## src/rtl/ivc_pkg.sv

```systemverilog
package ivc_pkg;
  typedef enum logic {
    MODE_RUN  = 1'b0,
    MODE_STBY = 1'b1
  } ivc_mode_e;
endpackage

```

## src/rtl/ivc_rst_sync.sv

```systemverilog
module ivc_rst_sync #(
  parameter int STAGES = 2
) (
  input  logic clk_i,
  input  logic rst_ni,
  output logic rst_no
);
  logic [STAGES-1:0] sync_q;
  logic [STAGES-1:0] sync_d;

  always_comb begin
    sync_d = {sync_q[STAGES-2:0], 1'b1};
  end

  always_ff @(posedge clk_i or negedge rst_ni) begin
    if (!rst_ni) sync_q <= '0;
    else         sync_q <= sync_d;
  end

  assign rst_no = sync_q[STAGES-1];
endmodule

```

## src/rtl/ivc_scan_store.sv

```systemverilog
module ivc_scan_store #(
  parameter int VEC_W = 16
) (
  input  logic             clk_i,
  input  logic             rst_ni,
  input  logic             shift_en_i,
  input  logic             shift_in_i,
  output logic [VEC_W-1:0] store_o,
  output logic             shift_out_o
);
  logic [VEC_W-1:0] store_q;
  logic [VEC_W-1:0] store_d;

  always_comb begin
    store_d = store_q;
    if (shift_en_i) store_d = {store_q[VEC_W-2:0], shift_in_i};
  end

  always_ff @(posedge clk_i or negedge rst_ni) begin
    if (!rst_ni) store_q <= '0;
    else         store_q <= store_d;
  end

  assign store_o     = store_q;
  assign shift_out_o = store_q[VEC_W-1];
endmodule

```

## src/rtl/ivc_hold_rank.sv

```systemverilog
module ivc_hold_rank
  import ivc_pkg::*;
#(
  parameter int VEC_W = 16
) (
  input  logic             clk_i,
  input  logic             rst_ni,
  input  logic             stby_req_i,
  input  logic [VEC_W-1:0] store_i,
  output logic [VEC_W-1:0] hold_o,
  output ivc_mode_e        mode_o
);
  ivc_mode_e        mode_q, mode_d;
  logic [VEC_W-1:0] hold_q, hold_d;
  logic             cap_en;

  always_comb begin
    cap_en = stby_req_i && (mode_q == MODE_RUN);
    mode_d = stby_req_i ? MODE_STBY : MODE_RUN;
    hold_d = cap_en ? store_i : hold_q;
  end

  always_ff @(posedge clk_i or negedge rst_ni) begin
    if (!rst_ni) begin
      mode_q <= MODE_RUN;
      hold_q <= '0;
    end else begin
      mode_q <= mode_d;
      hold_q <= hold_d;
    end
  end

  assign hold_o = hold_q;
  assign mode_o = mode_q;
endmodule

```

## src/rtl/ivc_out_mux.sv

```systemverilog
module ivc_out_mux #(
  parameter int VEC_W = 16
) (
  input  logic             sel_hold_i,
  input  logic [VEC_W-1:0] live_i,
  input  logic [VEC_W-1:0] hold_i,
  output logic [VEC_W-1:0] vec_o
);
  for (genvar b = 0; b < VEC_W; b++) begin : g_bit
    assign vec_o[b] = sel_hold_i ? hold_i[b] : live_i[b];
  end
endmodule

```

## src/rtl/ivc_sleep_ctrl.sv

```systemverilog
module ivc_sleep_ctrl
  import ivc_pkg::*;
#(
  parameter int VEC_W = 16
) (
  input  logic             clk_i,
  input  logic             rst_ni,
  input  logic [VEC_W-1:0] live_vec_i,
  input  logic             sleep_i,
  input  logic             test_i,
  input  logic             scan_in_i,
  input  logic             scan_en_i,
  output logic             scan_out_o,
  output logic [VEC_W-1:0] core_vec_o,
  output logic             vec_applied_o
);
  logic             rst_n_s;
  logic [VEC_W-1:0] store_vec;
  logic [VEC_W-1:0] hold_vec;
  ivc_mode_e        mode;
  logic             stby_req;

  assign stby_req = sleep_i & test_i;

  ivc_rst_sync #(.STAGES(2)) u_rst (
    .clk_i (clk_i),
    .rst_ni(rst_ni),
    .rst_no(rst_n_s)
  );

  ivc_scan_store #(.VEC_W(VEC_W)) u_store (
    .clk_i      (clk_i),
    .rst_ni     (rst_n_s),
    .shift_en_i (scan_en_i),
    .shift_in_i (scan_in_i),
    .store_o    (store_vec),
    .shift_out_o(scan_out_o)
  );

  ivc_hold_rank #(.VEC_W(VEC_W)) u_hold (
    .clk_i     (clk_i),
    .rst_ni    (rst_n_s),
    .stby_req_i(stby_req),
    .store_i   (store_vec),
    .hold_o    (hold_vec),
    .mode_o    (mode)
  );

  assign vec_applied_o = (mode == MODE_STBY);

  ivc_out_mux #(.VEC_W(VEC_W)) u_mux (
    .sel_hold_i(vec_applied_o),
    .live_i    (live_vec_i),
    .hold_i    (hold_vec),
    .vec_o     (core_vec_o)
  );
endmodule

```

## config.mk

```make
export PLATFORM = sky130hd
export DESIGN_NAME = ivc_sleep_ctrl
export DESIGN_NICKNAME = d
export VERILOG_FILES = /design/src/rtl/ivc_pkg.sv /design/src/rtl/ivc_rst_sync.sv /design/src/rtl/ivc_scan_store.sv /design/src/rtl/ivc_hold_rank.sv /design/src/rtl/ivc_out_mux.sv /design/src/rtl/ivc_sleep_ctrl.sv
export SDC_FILE = /design/constraint.sdc
export NUM_CORES = 1
export LEC_CHECK = 0
export ABC_CLOCK_PERIOD_IN_PS = 3900
export BUFFER_PORTS_ARGS = -buffer_cell sky130_fd_sc_hd__buf_2
export CAP_MARGIN = 20
export CORE_ASPECT_RATIO = 1.75
export CORE_MARGIN = 2
export CORE_UTILIZATION = 55
export CTS_CLUSTER_DIAMETER = 150
export DETAILED_ROUTE_END_ITERATION = 16
export PLACE_DENSITY = 0.82
export SYNTH_ARGS = -nofsm -noshare
export SYNTH_HDL_FRONTEND = slang
export SYNTH_HIERARCHICAL = 1
export SYNTH_SLANG_ARGS = --single-unit
export TNS_END_PERCENT = 1
```

## constraint.sdc

```tcl
create_clock -name clk_i -period 3.9 [get_ports clk_i]
set_clock_uncertainty 0.2 [all_clocks]
set_input_delay 0 -clock clk_i [delete_from_list [all_inputs] [get_ports clk_i]]
set_output_delay 0 -clock clk_i [all_outputs]
set_load 0.005 [all_outputs]
```

==> results of run 1 <==
sequential cells by signal (all words and copies together) (netlist names):
signal and flops:
u_hold/hold_o 16, u_store/store_o 16, u_rst/sync_q 2, u_hold/mode_o 1
layer usage:
| layer | up-vias | track usage |
|---|---|---|
| li1 | 412 | - |
| met1 | 453 | 0.206 |
| met2 | 26 | 0.276 |
| met3 | 6 | 0.0592 |
| met4 | 0 | 0.0853 |
| met5 | - | 0 |
area by class of cell:
class / count / area [um2]
repair buffers: 45 / 253
fillers: 225 / 955
well taps: 28 / 35.0
multi-input cells: 51 / 677
clock buffers: 8 / 100
flip-flops and latches: 35 / 876
kinds of logic (layout without fill, tap and decap cells):
group         after synthesis  count (layout)  share of synthesized area
other cells                 1               1                    0.00227
simple gates                2               2                     0.0121
flops                      35              35                      0.530
mux                        48              48                      0.395
buf+inv                     7              53                     0.0613
timing repair:
item	CTS	global route
buffers inserted	0	0
hold endpoints to repair	4	0
setup endpoints to repair	0	0
hold buffers	5	0
layout by cell type, fill, tap and decap left out:
cell type      synthesis  layout
buf_4                  1       1
clkbuf_1               0       1
conb_1                 1       1
mux2_2                18      18
nor2b_4                1       1
buf_2                  0      39
dlygate4sd3_1          0       5
mux2_4                30      30
dfrtp_1               35      35
and2_1                 1       1
clkbuf_8               0       7
power by group through the flow:
stage,clock (mW),sequential [mW],combinational [mW]
after floorplan,0,0.573,0.253
after global placement,0,0.600,0.290
after detailed placement,0,0.608,0.303
after CTS,0.290,0.603,0.309
after global routing,0.306,0.620,0.334
final,0.280,0.601,0.305
final timing paths:
path | from | endpoint | slack, ps | cells past startpoint
worst max-delay path | u_hold/mode_o | u_hold/hold_o[14] | 1790 | 2
worst min-delay path | scan_en_i | u_store/store_o[8] | 30 | 2
worst max register to register | u_hold/mode_o | u_hold/hold_o[14] | 1790 | 2
worst min register to register | u_rst/sync_q[1] | u_hold/hold_o[3] | 60 | 1
max in group asynchronous | rst_ni | u_rst/sync_q[0] | 3020 | 3
min in group asynchronous | u_rst/sync_q[1] | u_hold/hold_o[3] | 60 | 1
through the flow:
step | hold WS (ps) | power (mW) | setup WS (ps) | area (um2)
floorplan | -496 | 0.826 | 2490 | 1650
global placement | -415 | 0.889 | 1860 | 1790
detailed placement | -414 | 0.910 | 1780 | 1790
CTS | 23.8 | 1.20 | 1760 | 1940
global route | 37.5 | 1.26 | 1670 | 1940
finish | 27.9 | 1.19 | 1790 | 1940
==> key figures, run 1 <==
Power and ir drop
  – Clock network fraction of total power: 0.236
  – Internal cell power: approximately 890 uW
  – Leak pwr: ~0.97 nW
  – Worst supply voltage drop on vdd: ~360 uV
  – Net switching power: 297 uW
  – Switching portion of total power: 0.250
  – Power Dens Cells: about 610 nW/um2
  – Share of power burned in registers: 0.506
  – Comb pwr share: 0.257

Route
  – Met2 WL: 1400 um
  – Detailed-routing wirelength on met1: 1070 um
  – Final antenna-violating net count: 0
  – Routed met3 length: between 100 and 150 um
  – First DRT Iteration DRCs: 17
  – Drt drc: 0
  – Final Routed Wirelength: approximately 2600 um
  – Detail-routed via count per cell: between 5 and 6
  – Topmost layer with routed signal wires: met4
  – Via total after detailed routing: about 900
  – Number of detailed-route iterations in the first pass: 4
  – Mean routed wirelength per cell: ~16 um

Finish
  – Share of post-route cells with drive strength above 1: 0.691
  – Area Growth Syn to Fin: 17.3%
  – Final standard cell utilization of the core: 0.670
  – Total inserted antenna cells: 0
  – # nets final: 160
  – Non-filler instance count after layout: 167

Timing
  – Period utilisation layout: 0.541
  – Setup total negative slack: 0 ps
  – Worst rel slew slack: 0.375
  – Hold Violations, Final: 0
  – Setup repair after global routing missed its margin: false
  – FMAX: 474 MHz
  – Actual transition at the worst max-transition pin: 938 ps
  – Post-route minimum period: between 2000 and 2500 ps
  – Final setup vio count: 0
  – Number of max-slew violations in the final report: 0

Worst setup path
  – Cell type group with the largest total delay on the critical path: flip-flops
  – Critical path cell sequence: nor2b_4, mux2_2
  – Worst Path Max Fanout: 18
  – Buffering stage count on the worst path with inverters included: 0
  – Crit path required time: approximately 3900 ps
  – Worst setup path category: flop to flop
  – Cell with the largest stage delay on the worst path: dfrtp_1
  – Crit start category: flop
  – Setup crit end kind: flop
  – Crit path largest cell delay: 730 ps
  – Endpoint arrival time on the critical path: ~2100 ps

Synthesis
  – Async SR Flop Fraction: 1.00
  – Most instantiated library cell after synthesis: dfrtp_1
  – Ranking of synthesized cells by instance count: 35 x dfrtp_1, 30 x mux2_4, 18 x mux2_2, 3 x buf_12, 3 x buf_6
  – Sequential element share of the synthesized area: 0.530
  – Prevailing post-synth register cell: dfrtp_1
  – Number of storage elements in the synthesis netlist: 35
  – Synth Net Count: between 100 and 150
  – Number of warning messages in the yosys log: 6
  – Unique masters post-synth: 9
  – Post-synth top area share: 0.530
  – Per-instance average area after synthesis: 17.8 um2
  – Ranking of synthesized cells by area: dfrtp_1 53%, mux2_4 27%, mux2_2 12%
  – Number of enable flip-flop cells after synthesis: 0
  – Post-Synthesis Cells: 93
  – Cell taking the most area after synthesis: dfrtp_1
  – Post-synthesis instance area: between 1500 and 2000 um2

Clock network
  – Count of H-tree levels built during CTS: 2
  – Cell at the root of the clock tree: clkbuf_8
  – Number of buffers created by CTS: 5
  – CTS Buffer Depth: 2
  – Worst-skew pair later-pin latency: 280 ps
  – Number of cells upsized or downsized after cts: 0
  – Clock-pin transition on the worst setup and hold timing paths: about 70 ps
  – Clk sink count: 35
  – CTS tree: built

Placement
  – Half-perimeter wire length after placement: roughly 1800 um
  – Placed insts: between 150 and 200
  – Routability Congestion: around 0.7
  – Buffers added on ports: 39

Floorplan
  – Initial Utilization: 0.571
  – Number of cell rows: 26
  – Width of the chip: roughly 45 um
  – Top-Level Pins: 40
  – Area of the core: a little under 3000 um2
  – Die Ht: roughly 77 um
  – Overall die area: roughly 3500 um2

GRT
  – Overall fraction of global-route tracks in use: 0.176
  – Via count of the first global-routing pass: about 960
  – Global-route wire length before repair: 4390 um
  – Pin count of the biggest net entering global routing: 34
  – GRT overflow: 0
  – Initial antenna violation count: 0

Worst hold path
  – Worst min path class: input port to flop

Job
  – Number of maximum-capacitance violations: 0

Outcome
  – Status: finished clean
(Power assumes the default switching activity.)
==> run 2, diff against run 1 <==
--- a/config.mk
+++ b/config.mk
@@ -5,15 +5,15 @@
 export SDC_FILE = /design/constraint.sdc
 export NUM_CORES = 1
 export LEC_CHECK = 0
-export ABC_CLOCK_PERIOD_IN_PS = 3900
+export ABC_CLOCK_PERIOD_IN_PS = 1700
 export BUFFER_PORTS_ARGS = -buffer_cell sky130_fd_sc_hd__buf_2
 export CAP_MARGIN = 20
 export CORE_ASPECT_RATIO = 1.75
 export CORE_MARGIN = 2
-export CORE_UTILIZATION = 55
+export CORE_UTILIZATION = 47
 export CTS_CLUSTER_DIAMETER = 150
 export DETAILED_ROUTE_END_ITERATION = 16
-export PLACE_DENSITY = 0.82
+export PLACE_DENSITY = 0.74
 export SYNTH_ARGS = -nofsm -noshare
 export SYNTH_HDL_FRONTEND = slang
 export SYNTH_HIERARCHICAL = 1
==> constraint.sdc (replaced) <==
create_clock -name clk_i -period 1.7 [get_ports clk_i]
set_clock_uncertainty 0.2 [all_clocks]
set_input_delay 0 -clock clk_i [delete_from_list [all_inputs] [get_ports clk_i]]
set_output_delay 0 -clock clk_i [all_outputs]
set_load 0.005 [all_outputs]
==> run 2 against run 1 <==
Effect of this change:
- core utilization is 8.3 points lower
- worst hold slack better by 19 ps
- non-clock buffer count is 2 higher
- largest power group unchanged
- sequential power is 130% higher
- clock power is 96% higher
- cell count is 11% higher
- die area is 16% higher
- worst setup slack worse by 1700 ps
- clock-buffer cell count is 1 lower
- critical path type is now flop to primary output
- register-to-register slack worse by 1600 ps
==> key figures, run 2 (synthesis results as in run 1) <==
GRT
  – Via count of the first global-routing pass: 910
  – Overall fraction of global-route tracks in use: 0.148
  – Pin count of the biggest net entering global routing: 34
  – Initial antenna violation count: 0
  – GRT overflow: 0
  – Global-route wire length before repair: 4340 um

Worst setup path
  – Worst Path Max Fanout: 17
  – Crit path required time: around 1500 ps
  – CP Launch Point: u_hold/mode_o
  – Endpoint arrival time on the critical path: approximately 1400 ps
  – Critical register-to-register path endpoint: u_hold/hold_o[2]
  – Startpoint of the worst-slack reg-to-reg timing path: u_hold/mode_o
  – Setup crit end kind: primary output
  – Crit start category: flop
  – Worst setup path category: flop to primary output
  – R2R Setup Slk: around 220 ps
  – Depth of the worst register-to-register path: 3

Route
  – Final antenna-violating net count: 0
  – First DRT Iteration DRCs: 8
  – Drt drc: 0
  – Final Routed Wirelength: ~2600 um
  – Via total after detailed routing: a little under 900
  – Number of detailed-route iterations in the first pass: 3
  – Mean routed wirelength per cell: 14.2 um
  – Detail-routed via count per cell: 4.81

Finish
  – Commonest cells after routing, fill and taps aside: 39 x buf_2, 35 x dfrtp_1, 30 x mux2_4
  – Post-layout instance area: 1970 um2
  – Total inserted antenna cells: 0
  – Area Growth Syn to Fin: 19.4%
  – # nets final: between 150 and 200
  – Final standard cell utilization of the core: 0.587
  – Non-filler instance count after layout: roughly 190
  – Share of post-route cells with drive strength above 1: 0.688
  – Most common library cell in the layout ignoring fill and taps: buf_2

Placement
  – Placement Cell Area: ~1800 um2
  – Pre-CTS WS: between 200 and 250 ps
  – Placed insts: 173
  – Half-perimeter wire length after placement: between 1500 and 2000 um
  – Buffers added on ports: 39
  – Routability Congestion: 0.695

Timing
  – WHS: between 40 and 50 ps
  – Hold Violations, Final: 0
  – Final setup slack of the worst path: between 60 and 70 ps
  – Setup repair after global routing missed its margin: false
  – Setup total negative slack: 0 ps
  – Number of max-slew violations in the final report: 0
  – Period utilisation layout: 0.960
  – Post-route minimum period: around 1600 ps
  – Final setup vio count: 0
  – FMAX: ~600 MHz

Power and ir drop
  – Leak pwr: 0.973 nW
  – Power Dens Cells: between 1000 and 1500 nW/um2
  – Pwr Total: approximately 2.6 mW
  – Worst supply voltage drop on vdd: 707 uV

Worst hold path
  – Origin of the worst min-delay path: scan_en_i
  – Min-Delay Endpoint: u_store/store_o[9]
  – Worst min path class: input port to flop
  – Hold depth: 2

Floorplan
  – Area of the core: between 3000 and 4000 um2
  – Initial Utilization: 0.492
  – Overall die area: between 4000 and 5000 um2
  – Width of the chip: just under 50 um
  – Die Ht: about 82 um
  – Number of cell rows: 28
  – Top-Level Pins: 40

Clock network
  – Count of H-tree levels built during CTS: 2
  – CTS Buffer Depth: 2
  – CTS tree: built
  – Clock-pin transition on the worst setup and hold timing paths: roughly 60 ps
  – Cell at the root of the clock tree: clkbuf_8
  – Number of buffers created by CTS: 5
  – Worst-skew pair later-pin latency: approximately 280 ps
  – Clk sink count: 35

Job
  – Number of maximum-capacitance violations: 0

Outcome
  – Status: finished clean
-- run 2: changes by cell type in the layout (fill, tap and decap cells not counted), sizes merged --
cell    previous run  this run
clkinv             0         1
buf               40        42
clkbuf             8         7
-- run 2: power breakdown --
| group | switching (mW) | leakage [nW] | internal [mW] |
|---|---|---|---|
| Clock | 0.264 | 0.0422 | 0.287 |
| Combinational | 0.180 | 0.510 | 0.526 |
| Sequential | 0.229 | 0.420 | 1.15 |
| Total | 0.673 | 0.973 | 1.96 |
-- run 2: area by class of cell --
class                      instances  area, um2
clock buffer                       7       76.3
timing repair buffer              47        284
clock inverter                     1       5.00
sequential                        35        876
tap                               45       56.3
multi-input combinational         51        677
fill                             302       1390
-- run 2: worst max-delay path by stage --
stage | slack, ps | end
after CTS | 40 | core_vec_o[7]
after global routing | 0.03 | core_vec_o[9]
after detailed placement | 230 | u_hold/hold_o[2]
after floorplan | 290 | u_hold/hold_o[10]
after global placement | 280 | u_hold/hold_o[3]
final | 70 | core_vec_o[7]
-- run 2: layer usage --
layer  global-route usage  share of wire
met3               0.0486          0.035
met5                    0              0
met2                0.251           0.55
met4               0.0771         0.0076
met1                0.168           0.40
-- run 2: worst max-delay path, stage by stage (launching register included) --
cell     delay, ps
dfrtp_1        410
buf_6          250
mux2_2         370
buf_2          130
-- run 2: timing repair --
item                                    4_1_cts  5_1_grt
hold buffers                                  5        0
hold endpoints to repair                      4        0
setup buffers                                 0        0
endpoints found under the setup margin        6        0
gates resized for setup                       1        0
